**config.mk**
```make
export PLATFORM = sky130hd
export DESIGN_NAME = clkgen_mode_ctrl
export DESIGN_NICKNAME = d
export VERILOG_FILES = /design/src/rtl/clkgen_pkg.sv /design/src/rtl/clkgen_mode_decode.sv /design/src/rtl/clkgen_cfg_regs.sv /design/src/rtl/clkgen_div_window.sv /design/src/rtl/clkgen_mode_ctrl.sv
export SDC_FILE = /design/constraint.sdc
export NUM_CORES = 1
export LEC_CHECK = 0
export BUFFER_PORTS_ARGS = -buffer_cell sky130_fd_sc_hd__buf_2
export CAP_MARGIN = 10
export CORE_ASPECT_RATIO = 1.2
export CORE_MARGIN = 2
export CORE_UTILIZATION = 49
export CTS_CLUSTER_SIZE = 14
export DETAILED_ROUTE_END_ITERATION = 12
export PLACE_DENSITY = 0.79
export SYNTH_ARGS = -nofsm -noshare
export SYNTH_HDL_FRONTEND = slang
export SYNTH_HIERARCHICAL = 1
export SYNTH_SLANG_ARGS = --single-unit
export TNS_END_PERCENT = 20
```
**constraint.sdc**
```tcl
create_clock -name clk -period 2.48 [get_ports clk]
set_input_delay 0.496 -clock clk [delete_from_list [all_inputs] [get_ports clk]]
set_output_delay 0.496 -clock clk [all_outputs]
set_load 0.005 [all_outputs]
```
**src/rtl/clkgen_pkg.sv**
```systemverilog
package clkgen_pkg;
   typedef enum logic [1:0] {
      MODE_ENG_INT = 2'b00,
      MODE_ENG_EXT = 2'b01,
      MODE_BYP_INT = 2'b10
   } cg_mode_e;

   localparam logic [1:0] OSEL_FLL  = 2'b00;
   localparam logic [1:0] OSEL_IREF = 2'b01;
endpackage

```
**src/rtl/clkgen_mode_decode.sv**
```systemverilog
module clkgen_mode_decode
   import clkgen_pkg::*;
(
   input  logic [1:0] src_sel,
   input  logic       ref_int,
   input  logic       pll_sel,
   input  logic       lowpwr,
   output logic       legal,
   output cg_mode_e   mode_nxt
);
   always_comb begin
      legal    = 1'b0;
      mode_nxt = MODE_ENG_INT;
      if (!pll_sel) begin
         if (src_sel == 2'b00) begin
            legal    = 1'b1;
            mode_nxt = ref_int ? MODE_ENG_INT : MODE_ENG_EXT;
         end else if (src_sel == 2'b01 && ref_int && !lowpwr) begin
            legal    = 1'b1;
            mode_nxt = MODE_BYP_INT;
         end
      end
   end
endmodule

```
**src/rtl/clkgen_cfg_regs.sv**
```systemverilog
module clkgen_cfg_regs
   import clkgen_pkg::*;
#(
   parameter int DIV_W = 3
) (
   input  logic             clk,
   input  logic             rst_n,
   input  logic             wr_en,
   input  logic             legal,
   input  cg_mode_e         mode_nxt,
   input  logic             irc_fast_in,
   input  logic             pll_clk_en_in,
   input  logic [DIV_W-1:0] div_in,
   output cg_mode_e         mode_q,
   output logic             irc_fast_q,
   output logic             pll_clk_en_q,
   output logic [DIV_W-1:0] div_q,
   output logic             illegal_q
);
   logic accept;
   assign accept = wr_en & legal;

   always_ff @(posedge clk) begin
      if (!rst_n) begin
         mode_q       <= MODE_ENG_INT;
         irc_fast_q   <= 1'b0;
         pll_clk_en_q <= 1'b0;
         div_q        <= '0;
         illegal_q    <= 1'b0;
      end else begin
         illegal_q <= wr_en & ~legal;
         if (accept) begin
            mode_q       <= mode_nxt;
            irc_fast_q   <= irc_fast_in;
            pll_clk_en_q <= pll_clk_en_in;
            div_q        <= div_in;
         end
      end
   end
endmodule

```
**src/rtl/clkgen_div_window.sv**
```systemverilog
module clkgen_div_window #(
   parameter int REF_W    = 20,
   parameter int DIV_W    = 3,
   parameter int WIN_LO   = 2000,
   parameter int WIN_HI   = 2500,
   parameter bit CHECK_EN = 1'b1
) (
   input  logic [REF_W-1:0] ref_code,
   input  logic [DIV_W-1:0] div,
   input  logic             active,
   output logic             err
);
   localparam logic [REF_W-1:0] LO_V = REF_W'(WIN_LO);
   localparam logic [REF_W-1:0] HI_V = REF_W'(WIN_HI);

   generate
      if (CHECK_EN) begin : g_check
         logic [REF_W-1:0] divided;
         assign divided = ref_code >> div;
         assign err     = active & ((divided < LO_V) | (divided > HI_V));
      end else begin : g_nocheck
         logic unused_ok;
         assign unused_ok = ^{ref_code, div, active};
         assign err       = 1'b0;
      end
   endgenerate
endmodule

```
**src/rtl/clkgen_mode_ctrl.sv**
```systemverilog
module clkgen_mode_ctrl
   import clkgen_pkg::*;
#(
   parameter int REF_W    = 20,
   parameter int DIV_W    = 3,
   parameter int WIN_LO   = 2000,
   parameter int WIN_HI   = 2500,
   parameter bit CHECK_EN = 1'b1
) (
   input  logic             clk,
   input  logic             rst_n,
   input  logic             wr_en,
   input  logic [1:0]       src_sel,
   input  logic             ref_int,
   input  logic             pll_sel,
   input  logic             lowpwr,
   input  logic             irc_fast,
   input  logic             pll_clk_en,
   input  logic [DIV_W-1:0] div_code,
   input  logic [REF_W-1:0] ext_ref_code,
   output logic [1:0]       mode_o,
   output logic [1:0]       clk_out_sel,
   output logic             fll_ref_ext,
   output logic             irc_fast_sel,
   output logic             pll_en,
   output logic             div_range_err,
   output logic             illegal_wr
);
   localparam int MAX_SHIFT = (1 << DIV_W) - 1;

   generate
      if (DIV_W < 1 || DIV_W > 5) begin : g_bad_div
         $error("DIV_W must lie in 1..5");
      end
      if (REF_W < 2 || REF_W > 30 || WIN_HI >= (1 << REF_W)) begin : g_bad_ref
         $error("REF_W must hold WIN_HI");
      end
      if (WIN_LO > WIN_HI || WIN_LO < 1) begin : g_bad_win
         $error("window bounds out of order");
      end
      if (MAX_SHIFT >= REF_W) begin : g_bad_shift
         $error("divider shift exceeds reference width");
      end
   endgenerate

   logic             legal;
   cg_mode_e         mode_nxt;
   cg_mode_e         mode_q;
   logic             irc_fast_q;
   logic             pll_clk_en_q;
   logic [DIV_W-1:0] div_q;

   clkgen_mode_decode i_decode (
      .src_sel  (src_sel),
      .ref_int  (ref_int),
      .pll_sel  (pll_sel),
      .lowpwr   (lowpwr),
      .legal    (legal),
      .mode_nxt (mode_nxt)
   );

   clkgen_cfg_regs #(.DIV_W(DIV_W)) i_regs (
      .clk           (clk),
      .rst_n         (rst_n),
      .wr_en         (wr_en),
      .legal         (legal),
      .mode_nxt      (mode_nxt),
      .irc_fast_in   (irc_fast),
      .pll_clk_en_in (pll_clk_en),
      .div_in        (div_code),
      .mode_q        (mode_q),
      .irc_fast_q    (irc_fast_q),
      .pll_clk_en_q  (pll_clk_en_q),
      .div_q         (div_q),
      .illegal_q     (illegal_wr)
   );

   clkgen_div_window #(
      .REF_W(REF_W), .DIV_W(DIV_W), .WIN_LO(WIN_LO), .WIN_HI(WIN_HI), .CHECK_EN(CHECK_EN)
   ) i_window (
      .ref_code (ext_ref_code),
      .div      (div_q),
      .active   (mode_q == MODE_ENG_EXT),
      .err      (div_range_err)
   );

   assign mode_o       = mode_q;
   assign clk_out_sel  = (mode_q == MODE_BYP_INT) ? OSEL_IREF : OSEL_FLL;
   assign fll_ref_ext  = (mode_q == MODE_ENG_EXT);
   assign irc_fast_sel = irc_fast_q;
   assign pll_en       = pll_clk_en_q;
endmodule

```
==> flow_summary.json <==
{
  "status": "complete, but fails checks",
  "violations": "negative setup slack",
  "layout-drive-gt1-share": 0.615,
  "cp_data_arrival_time_ps": 2200,
  "drt_iter0_markers": 26,
  "cp-start-kind": "flop",
  "cts_tree": "yes",
  "syn_to_final_growth_pct": 31.7,
  "crit_path_max_incr_delay_ps": 560,
  "fin_skew_ps": 0,
  "core_area_mm2": 0.00226,
  "io_pins": 42,
  "clockRootBuffer": "clkbuf_4",
  "crit_required_ps": 1980,
  "yosysSeqAreaShare": 0.140,
  "grt_max_degree": 16,
  "fin_crit_sh": 1.09,
  "die_width_um": 48.1,
  "grt_util_all_layers": 0.236,
  "num_vias": 1196,
  "dp_cells": 196,
  "hold_viol_final": 0,
  "die_area_mm2": 0.00273,
  "fin_nets": 204,
  "cp-end-kind": "output port",
  "postCtsHoldBufs": 0,
  "firstDrtPassIters": 4,
  "fin_crit_ps": 2700,
  "vdd_drop_max_v": 0.000370,
  "cts-buffers-inserted": 3,
  "synth_edf_count": 0,
  "cts_max_level": 1,
  "clk_latency_ps": 240,
  "dpl-instance-area_mm2": 0.00141,
  "synth_seq_cells": 8,
  "postSynthCellCount": 119,
  "cts_buffer_depth": 2,
  "holdWs_ps": 461,
  "grt_pass1_vias": 1172,
  "path_cells": "buf_8, mux4_1, nor2_1, and2_1, o21bai_1, a221oi_2, o22ai_1, buf_2",
  "wl_per_cell_um": 15.8,
  "rows": 19,
  "portBuffers": 40,
  "crit_path_max_fanout": 10,
  "stdcell_count": 200,
  "p_per_area_mw_per_mm2": 260,
  "gp_routability_congestion": 0.795,
  "syn_nets": 152,
  "synthFlopType": "dfxtp_1",
  "final-setup-viol-count": 1,
  "stdcell_area_mm2": 0.00150,
  "syn_area_per_cell_um2": 9.60,
  "synth_cell_types": 47,
  "overflow": 0,
  "n_antenna_cell": 0,
  "cp_slowest_cell": "mux4_1",
  "cts_sinks": 8,
  "worst_slack_ps": -218,
  "antenna_found_initial": 0,
  "start_util": 0.506,
  "viasPerCell": 5.98,
  "hpwlAfterDp_mm": 2.43,
  "fmax_ghz": 0.371,
  "fp.dieH_um": 56.9,
  "slew_viol_final": 0,
  "ys_async_sr_fraction": 0,
  "leakagePower_nw": 0.611,
  "path_clk_slew_ps": 50,
  "synth_area_mm2": 0.00114,
  "grt_pass1_wl_mm": 4.72,
  "cap_violations": 0,
  "rsz0062_at_grt": "yes",
  "path_buf_inv": 2,
  "ys_warn_count": 6,
  "totalWireLength_mm": 3.15,
  "drc": 0,
  "critPathTopFamily": "multiplexers",
  "drtAntennaViolNets": 0,
  "power_w": 0.000391,
  "hold_class": "reg2reg",
  "worstSetupPathType": "reg2out"
}
[final timing paths]
path	startpoint	to	slack, ps	depth (start not counted)
max	i_regs/div_q[0]$_SDFFE_PN0P_	div_range_err	-220	8
min	i_regs/pll_clk_en_q$_SDFFE_PN0P_	i_regs/pll_clk_en_q$_SDFFE_PN0P_	460	2
min reg2reg	i_regs/pll_clk_en_q$_SDFFE_PN0P_	i_regs/pll_clk_en_q$_SDFFE_PN0P_	460	2
max reg2reg	i_regs/div_q[1]$_SDFFE_PN0P_	i_regs/div_q[1]$_SDFFE_PN0P_	1510	3
[cells by family (layout without fill, tap and decap cells)]
logic type             after synthesis  count (layout)  synth area share
AND/OR/NAND/NOR                     48              48             0.227
AO/OA/AOI/OAI                       28              28             0.218
multiplexers                        20              20             0.321
buffers and inverters               14              64            0.0909
flip-flops                           8               8             0.140
other                                1               1           0.00328
[through the flow]
stage / setup TNS [ps] / utilization / setup slack (ps)
2_1_floorplan: 0 / - / 177
3_3_place_gp: -38.8 / 0.624 / -38.8
3_5_place_dp: -114 / 0.624 / -114
4_1_cts: -205 / 0.653 / -205
5_1_grt: -320 / 0.666 / -320
6_report: -218 / 0.666 / -218
[metal layers]
metal,vias up,part of all wire,GRT usage,wire (um)
met5,-,0,0,0
met4,0,0.020,0.100,62
met3,8,0.042,0.0257,134
met2,43,0.55,0.450,1730
met1,573,0.39,0.232,1230
li1,572,-,-,-
[power breakdown]
part | internal (W) | total (W) | switching [W]
Clock | 0.0000550 | 0.0000937 | 0.0000387
Sequential | 0.000132 | 0.000136 | 0.00000432
Combinational | 0.0000824 | 0.000161 | 0.0000782
Total | 0.000270 | 0.000391 | 0.000121
[cell usage after synthesis, types with 3 or more instances]
cell | count | share of area
buf_6 | 4 | 0.039
dfxtp_1 | 8 | 0.14
inv_1 | 4 | 0.013
mux2_2 | 5 | 0.049
mux2i_1 | 4 | 0.035
mux4_1 | 8 | 0.18
nand2_1 | 13 | 0.043
nand2b_1 | 3 | 0.016
nand4_1 | 8 | 0.044
nor2_1 | 9 | 0.030
o21ai_2 | 7 | 0.054
[worst min-delay path: cells and delay by family, from the launching register on]
kind	cells	cell delay, ps
AND/OR/NAND/NOR	1	70
AO/OA/AOI/OAI	1	40
flip-flops	1	310
[cells in the final DEF, fill, tap and decap left out, types with 4 or more instances in the layout]
master / instances
buf_2: 40
buf_4: 14
nand2_1: 13
nand4_1: 8
mux4_2: 8
o21ai_2: 7
nor2_1: 6
dfxtp_1: 6
inv_1: 4
mux2_4: 4
mux2i_1: 4
[sequential cells by signal, indices dropped and copies added, names as in the netlist]
signal and flops:
i_regs/mode_q 2, i_regs/div_q 3, i_regs/illegal_q 1, i_regs/pll_clk_en_q 1, i_regs/irc_fast_q 1
[area by class of cell]
class,count,area [um^2]
fillers,188,754
repair buffers,56,332
clock buffers,3,22.5
well taps,31,38.8
flip-flops and latches,8,163
inverters,5,18.8
multi-input cells,97,930
[what timing repair did]
| item | 4_1_cts | 5_1_grt |
|---|---|---|
| gates resized for setup | 18 | 8 |
| pin swaps | 4 | 4 |
| buffers inserted | 1 | 0 |
| setup endpoints to repair | 1 | 1 |
No activity file was read; power rests on OpenSTA's default activity.
